## src/rtl/tcb_pkg.sv

```systemverilog
package tcb_pkg;

    localparam int unsigned REG_W        = 32;
    localparam int unsigned SEL_W        = 4;
    localparam int unsigned DRAIN_CYCLES = 2;

    typedef enum logic [SEL_W-1:0] {
        SEL_IDENT = 4'd0,
        SEL_DEPTH = 4'd1,
        SEL_WIDTH = 4'd2,
        SEL_STAT  = 4'd3,
        SEL_DATA  = 4'd4,
        SEL_RPTR  = 4'd5,
        SEL_WPTR  = 4'd6,
        SEL_TCNT  = 4'd7,
        SEL_CTRL  = 4'd8
    } sel_e;

    // packed MSB first: bit3 drained, bit0 wrapped
    typedef struct packed {
        logic df_empty;
        logic acq_done;
        logic trig_seen;
        logic wrapped;
    } stat_t;

    typedef struct packed {
        logic demux;
        logic run;
    } ctrl_t;

    localparam stat_t STAT_CLEAR = '{default: 1'b0};

    function automatic logic [REG_W-1:0] stat_word(input stat_t s);
        return REG_W'(s);
    endfunction

    function automatic ctrl_t ctrl_decode(input logic [REG_W-1:0] w);
        return ctrl_t'(w[1:0]);
    endfunction

    function automatic logic is_sel(input logic [SEL_W-1:0] s, input sel_e which);
        return s == which;
    endfunction

endpackage

```

## src/rtl/tcb_store.sv

```systemverilog
module tcb_store #(
    parameter int unsigned DEPTH  = 64,
    parameter int unsigned DATA_W = 24,
    localparam int unsigned PTR_W = $clog2(DEPTH)
) (
    input  logic              clk,
    input  logic              wr_en,
    input  logic [PTR_W-1:0]  wr_addr,
    input  logic [DATA_W-1:0] wr_data,
    input  logic [PTR_W-1:0]  rd_addr,
    output logic [DATA_W-1:0] rd_data
);
    logic [DATA_W-1:0] cells [DEPTH];

    always_ff @(posedge clk) begin
        if (wr_en) begin
            cells[wr_addr] <= wr_data;
        end
    end

    assign rd_data = cells[rd_addr];
endmodule

```

## src/rtl/tcb_capture.sv

```systemverilog
module tcb_capture
    import tcb_pkg::*;
#(
    parameter int unsigned DEPTH  = 64,
    localparam int unsigned PTR_W = $clog2(DEPTH)
) (
    input  logic             clk,
    input  logic             rst,
    input  logic             run,
    input  logic             start,
    input  logic             tr_valid,
    input  logic             tr_trig,
    input  logic             wptr_we,
    input  logic             tcnt_we,
    input  logic [REG_W-1:0] wdata,
    output logic             store_en,
    output logic [PTR_W-1:0] wptr,
    output logic [REG_W-1:0] tcnt,
    output stat_t            stat
);
    logic [PTR_W-1:0]        wptr_q;
    logic [REG_W-1:0]        tcnt_q;
    logic                    wrapped_q, trig_q, acq_q;
    logic [DRAIN_CYCLES-1:0] drain_q;

    logic trig_word, post_word, at_last;

    assign store_en  = run && tr_valid && !acq_q;
    assign trig_word = store_en && tr_trig && !trig_q;
    assign post_word = store_en && trig_q;
    assign at_last   = wptr_q == PTR_W'(DEPTH - 1);

    // write pointer: register write wins over capture advance
    always_ff @(posedge clk) begin
        if (rst) begin
            wptr_q <= '0;
        end else if (wptr_we) begin
            wptr_q <= wdata[PTR_W-1:0];
        end else if (store_en) begin
            wptr_q <= wptr_q + PTR_W'(1);
        end
    end

    // post-trigger down counter
    always_ff @(posedge clk) begin
        if (rst) begin
            tcnt_q <= '0;
        end else if (tcnt_we) begin
            tcnt_q <= wdata;
        end else if (post_word && tcnt_q != '0) begin
            tcnt_q <= tcnt_q - REG_W'(1);
        end
    end

    // status flags
    always_ff @(posedge clk) begin
        if (rst || start) begin
            wrapped_q <= 1'b0;
            trig_q    <= 1'b0;
            acq_q     <= 1'b0;
            drain_q   <= '0;
        end else begin
            if (store_en && at_last) begin
                wrapped_q <= 1'b1;
            end
            if (trig_word) begin
                trig_q <= 1'b1;
                if (tcnt_q == '0) begin
                    acq_q <= 1'b1;
                end
            end
            if (post_word && tcnt_q <= REG_W'(1)) begin
                acq_q <= 1'b1;
            end
            drain_q <= {drain_q[DRAIN_CYCLES-2:0], acq_q};
        end
    end

    assign wptr = wptr_q;
    assign tcnt = tcnt_q;
    always_comb begin
        stat           = STAT_CLEAR;
        stat.wrapped   = wrapped_q;
        stat.trig_seen = trig_q;
        stat.acq_done  = acq_q;
        stat.df_empty  = drain_q[DRAIN_CYCLES-1];
    end
endmodule

```

## src/rtl/tcb_regs.sv

```systemverilog
module tcb_regs
    import tcb_pkg::*;
#(
    parameter int unsigned DEPTH  = 64,
    parameter int unsigned DATA_W = 24,
    parameter logic [31:0] IDENT  = 32'h7C0B_0001,
    localparam int unsigned PTR_W = $clog2(DEPTH)
) (
    input  logic              clk,
    input  logic              rst,
    input  logic [SEL_W-1:0]  sel,
    input  logic              wr,
    input  logic              rd,
    input  logic [REG_W-1:0]  wdata,
    input  stat_t             stat,
    input  logic [PTR_W-1:0]  wptr,
    input  logic [REG_W-1:0]  tcnt,
    input  logic [DATA_W-1:0] ram_q,
    output logic [REG_W-1:0]  rdata,
    output logic [PTR_W-1:0]  rptr,
    output logic              run,
    output logic              demux,
    output logic              start,
    output logic              wptr_we,
    output logic              tcnt_we
);
    ctrl_t            ctrl_q;
    logic [PTR_W-1:0] rptr_q;
    logic             ctrl_we, rptr_we, data_pop;
    logic             unused_wbits;

    assign unused_wbits = ^wdata;

    assign ctrl_we  = wr && is_sel(sel, SEL_CTRL);
    assign rptr_we  = wr && is_sel(sel, SEL_RPTR);
    assign wptr_we  = wr && is_sel(sel, SEL_WPTR);
    assign tcnt_we  = wr && is_sel(sel, SEL_TCNT);
    assign data_pop = rd && is_sel(sel, SEL_DATA);
    assign start    = ctrl_we && wdata[0] && !ctrl_q.run;

    always_ff @(posedge clk) begin
        if (rst) begin
            ctrl_q <= '0;
        end else if (ctrl_we) begin
            ctrl_q <= ctrl_decode(wdata);
        end
    end

    always_ff @(posedge clk) begin
        if (rst) begin
            rptr_q <= '0;
        end else if (rptr_we) begin
            rptr_q <= wdata[PTR_W-1:0];
        end else if (data_pop) begin
            rptr_q <= rptr_q + PTR_W'(1);
        end
    end

    always_comb begin
        case (sel)
            SEL_IDENT: rdata = IDENT;
            SEL_DEPTH: rdata = REG_W'(DEPTH);
            SEL_WIDTH: rdata = REG_W'(DATA_W);
            SEL_STAT:  rdata = stat_word(stat);
            SEL_DATA:  rdata = REG_W'(ram_q);
            SEL_RPTR:  rdata = REG_W'(rptr_q);
            SEL_WPTR:  rdata = REG_W'(wptr);
            SEL_TCNT:  rdata = tcnt;
            SEL_CTRL:  rdata = REG_W'(ctrl_q);
            default:   rdata = '0;
        endcase
    end

    assign rptr  = rptr_q;
    assign run   = ctrl_q.run;
    assign demux = ctrl_q.demux;
endmodule

```

## src/rtl/trace_capture_buf.sv

```systemverilog
module trace_capture_buf
    import tcb_pkg::*;
#(
    parameter int unsigned DEPTH  = 64,
    parameter int unsigned DATA_W = 24,
    parameter logic [31:0] IDENT  = 32'h7C0B_0001
) (
    input  logic              clk,
    input  logic              rst,
    input  logic [DATA_W-1:0] trace_word,
    input  logic              trace_valid,
    input  logic              trace_trig,
    input  logic [3:0]        reg_sel,
    input  logic              reg_wr,
    input  logic              reg_rd,
    input  logic [31:0]       reg_wdata,
    output logic [31:0]       reg_rdata,
    output logic              demux_mode
);
    localparam int unsigned PTR_W = $clog2(DEPTH);

    logic [PTR_W-1:0]  wptr, rptr;
    logic [REG_W-1:0]  tcnt;
    logic [DATA_W-1:0] ram_q;
    stat_t             stat;
    logic              ctrl_run, start, wptr_we, tcnt_we, store_en;

    tcb_regs #(.DEPTH(DEPTH), .DATA_W(DATA_W), .IDENT(IDENT)) u_regs (
        .clk(clk), .rst(rst), .sel(reg_sel), .wr(reg_wr), .rd(reg_rd),
        .wdata(reg_wdata), .stat(stat), .wptr(wptr), .tcnt(tcnt),
        .ram_q(ram_q), .rdata(reg_rdata), .rptr(rptr), .run(ctrl_run),
        .demux(demux_mode), .start(start), .wptr_we(wptr_we), .tcnt_we(tcnt_we)
    );

    tcb_capture #(.DEPTH(DEPTH)) u_capture (
        .clk(clk), .rst(rst), .run(ctrl_run), .start(start),
        .tr_valid(trace_valid), .tr_trig(trace_trig), .wptr_we(wptr_we),
        .tcnt_we(tcnt_we), .wdata(reg_wdata), .store_en(store_en),
        .wptr(wptr), .tcnt(tcnt), .stat(stat)
    );

    tcb_store #(.DEPTH(DEPTH), .DATA_W(DATA_W)) u_store (
        .clk(clk), .wr_en(store_en), .wr_addr(wptr), .wr_data(trace_word),
        .rd_addr(rptr), .rd_data(ram_q)
    );
endmodule

```

## config.mk

```make
export PLATFORM = sky130hd
export DESIGN_NAME = trace_capture_buf
export DESIGN_NICKNAME = d
export VERILOG_FILES = /design/src/rtl/tcb_pkg.sv /design/src/rtl/tcb_store.sv /design/src/rtl/tcb_capture.sv /design/src/rtl/tcb_regs.sv /design/src/rtl/trace_capture_buf.sv
export SDC_FILE = /design/constraint.sdc
export NUM_CORES = 2
export LEC_CHECK = 0
export BUFFER_PORTS_ARGS = -buffer_cell sky130_fd_sc_hd__buf_2
export CORE_MARGIN = 2
export CORE_UTILIZATION = 60
export CTS_CLUSTER_DIAMETER = 40
export DETAILED_ROUTE_END_ITERATION = 8
export GPL_TIMING_DRIVEN = 1
export PLACE_DENSITY = 0.82
export SLEW_MARGIN = 30
export SYNTH_ARGS = -nofsm -noshare
export SYNTH_HDL_FRONTEND = slang
export SYNTH_SLANG_ARGS = --single-unit
```

## constraint.sdc

```tcl
create_clock -name clk -period 4.4 [get_ports clk]
set_clock_uncertainty 0.1 [all_clocks]
set_input_delay 0 -clock clk [delete_from_list [all_inputs] [get_ports clk]]
set_output_delay 0 -clock clk [all_outputs]
set_load 0.02 [all_outputs]
```

==> impl_metrics.ini <==
[setup_path]
regToRegSetupSlack_ns = 0.84
cp.arrival_ns = 4.20
cp.required_ns = 4.30
ff2ff_path_depth = 6
end_kind = output port
path_class = flop to output port
cp-start-kind = flop
cp_max_fo = 20

[synthesis]
syn_area_um2 = 62650
synthesis.nets = 3084
ys_types = 69
synth-seq-cells = 1593
async_reset_ff_share_pct = 0
synth_area_per_cell_um2 = 20.79
synth_seq_area_share_pct = 75.45
synthCells = 3013
synth_flop_cell = edfxtp_1
ys_warn_count = 0
synth_edf_count = 1536

[placement]
routabilityCongestion = 0.8983
post-dp-hpwl_um = 96060
dp.cells = 4470
io_buffers = 98

[die]
die_w_um = 327.1
row_count = 118
io_pins = 99
dieArea_um2 = 107000
fp.dieH_um = 327.1
core_um2 = 103500
start_util_pct = 60.53

[clock_tree]
cts_sinks = 1593
cts.reportedPaths.clkPinSlew_ns = 0.05
insertion_delay_ns = 0.79
cts-htree-levels = 4
numCtsBuffers = 164
cts-root-buf = clkbuf_16
cts-resized-gates = 0
ctsLongestPathBuffers = 3
tritoncts = done

[grt]
grt_overflow_total = 0
grtUsageTotal_pct = 34.08
grt_pass1_wl_um = 256300
grt_max_degree = 80
antenna_found_initial = 9
grt_pass1_vias = 35610

[detailed_routing]
wl_met3_um = 24940
dr.first_iter.drc_count = 6439
drc = 0
dr.pass1.iters = 8
wire_per_inst_um = 36.98
viasPerCell = 7.271
routed_wl_um = 180600
maxUsedRoutingLayer = met5
wirelength_met1_um = 59620
dr_wl_met2_um = 85470
vias = 35520
drt.antenna.violating_nets = 0

[finish]
final_common_cell = edfxtp_1
stdcell_count = 4885
drive_gt1_share_pct = 28.47
final_nets = 3439
final_cell_mix = edfxtp_1 (1,536), mux4_2 (385), mux2i_1 (168)
area_growth_pct = 15.18
final_core_util_pct = 69.72

[sta]
post-route-period-util_pct = 97.65
tightest_slew_ns = 0.9409
finalHoldViolations = 0
rsz0062_at_grt = no
slew_violations = 0
finalSetupViolations = 0
hold_ws_ns = 0.02672
fmax_mhz = 232.7
fin_crit_ns = 4.297
slew_headroom_pct = 37.14
fin_tns_setup_ns = 0

[outcome]
status = completed

[hold_path]
hold_depth = 4
hold_class = input port to flop

[flow_run]
drv_cap = 0

[power_and_ir_drop]
peakVddDrop_mv = 0.4486
leakage_nw = 22.26
powerDensity_nw_per_um2 = 436.5
## flip-flops by register name, indices dropped and copies added (netlist names), named ones only
register	count
u_capture.tcnt	32
u_regs.rptr	6
u_capture.trig_q	1
u_regs.demux	1
u_capture.drain_q	2
u_regs.run	1
u_capture.wptr	6
u_capture.acq_q	1
u_capture.wrapped_q	1
u_store.cells	1536
## cells in the mapped netlist (all sizes together), types with 9 or more instances
cell type / number / area [um^2]
a211oi: 18 / 140.1
a21oi: 28 / 140.1
a221oi: 12 / 105.1
a22oi: 53 / 397.9
a311oi: 21 / 183.9
and2: 15 / 93.84
and4: 10 / 87.58
buf: 93 / 520.5
clkbuf: 86 / 322.8
dfxtp: 57 / 1141
edfxtp: 1536 / 46120
inv: 10 / 37.54
mux2: 17 / 191.4
mux2i: 168 / 1682
mux4: 385 / 8671
nand2: 88 / 335.3
nand2b: 10 / 62.56
nand3: 37 / 195.2
nor2: 131 / 491.7
nor2b: 15 / 93.84
nor3: 20 / 100.1
nor4: 36 / 276.5
o211ai: 9 / 67.56
o21ai: 29 / 145.1
or3: 10 / 62.56
or4: 13 / 101.4
## cell type report
class                      instances  area (um^2)
antenna                            3        7.507
tap                             1380         1727
sequential                      1593        47280
clock inverter                   110         1117
clock buffer                     190         4223
multi-input combinational       1231        14710
fill                            5752        31340
timing repair buffer             368         3050
inverter                          10        37.54
## critical path, stage by stage (launching register included)
cell and delay, ns:
dfxtp_2 0.90, nor2b_4 0.92, buf_4 0.41, buf_4 0.27
a22oi_1 0.12, nand3_1 0.23, o311ai_0 0.31, buf_2 0.27
## timing repair
item                                    in CTS  in global routing
hold buffers                               111                  0
endpoints found under the hold margin     1589                  0
endpoints found under the setup margin       0                  2
setup buffers                                0                  1
## report_power, final
group	switching [W]	internal, W	total, W
clock	0.00597	0.00790	0.0139
sequential	0.0000338	0.0166	0.0167
combinational	0.000666	0.000311	0.000977
total	0.00666	0.0248	0.0315
## final timing paths
path	endpoint	start
max	reg_rdata[6]	flop
min	u_capture.tcnt[30]	reg_wdata[30]
max reg2reg	u_capture.wptr[5]	u_regs.run
min reg2reg	u_capture.drain_q[1]	u_capture.drain_q[0]
## cells by family after synthesis
kind of cell	share of synthesized area [%]
adders and majority gates	0.09986
buffers and inverters	1.406
and+or+nand+nor	3.459
muxes	16.83
AOI/OAI and AO/OA	2.686
DFF	75.45
xor gates and xnor gates	0.06990
## stage by stage
step / power, W / instance area, um^2 / worst slack [ns]
2_1_floorplan: 0.01738 / 62650 / 1.192
3_3_place_gp: 0.01779 / 65620 / 1.008
3_5_place_dp: 0.01784 / 65650 / 0.9812
4_1_cts: 0.03152 / 72100 / 0.05167
5_1_grt: 0.03208 / 72150 / 0.04727
6_report: 0.03149 / 72150 / 0.1032
## routing by layer
metal | GRT usage, % | up-vias
met3 | 9.356 | 672
li1 | - | 13380
met4 | 16.78 | 12
met5 | 0 | -
met2 | 53.26 | 3508
met1 | 44.91 | 17950
(Power assumes the default switching activity.)
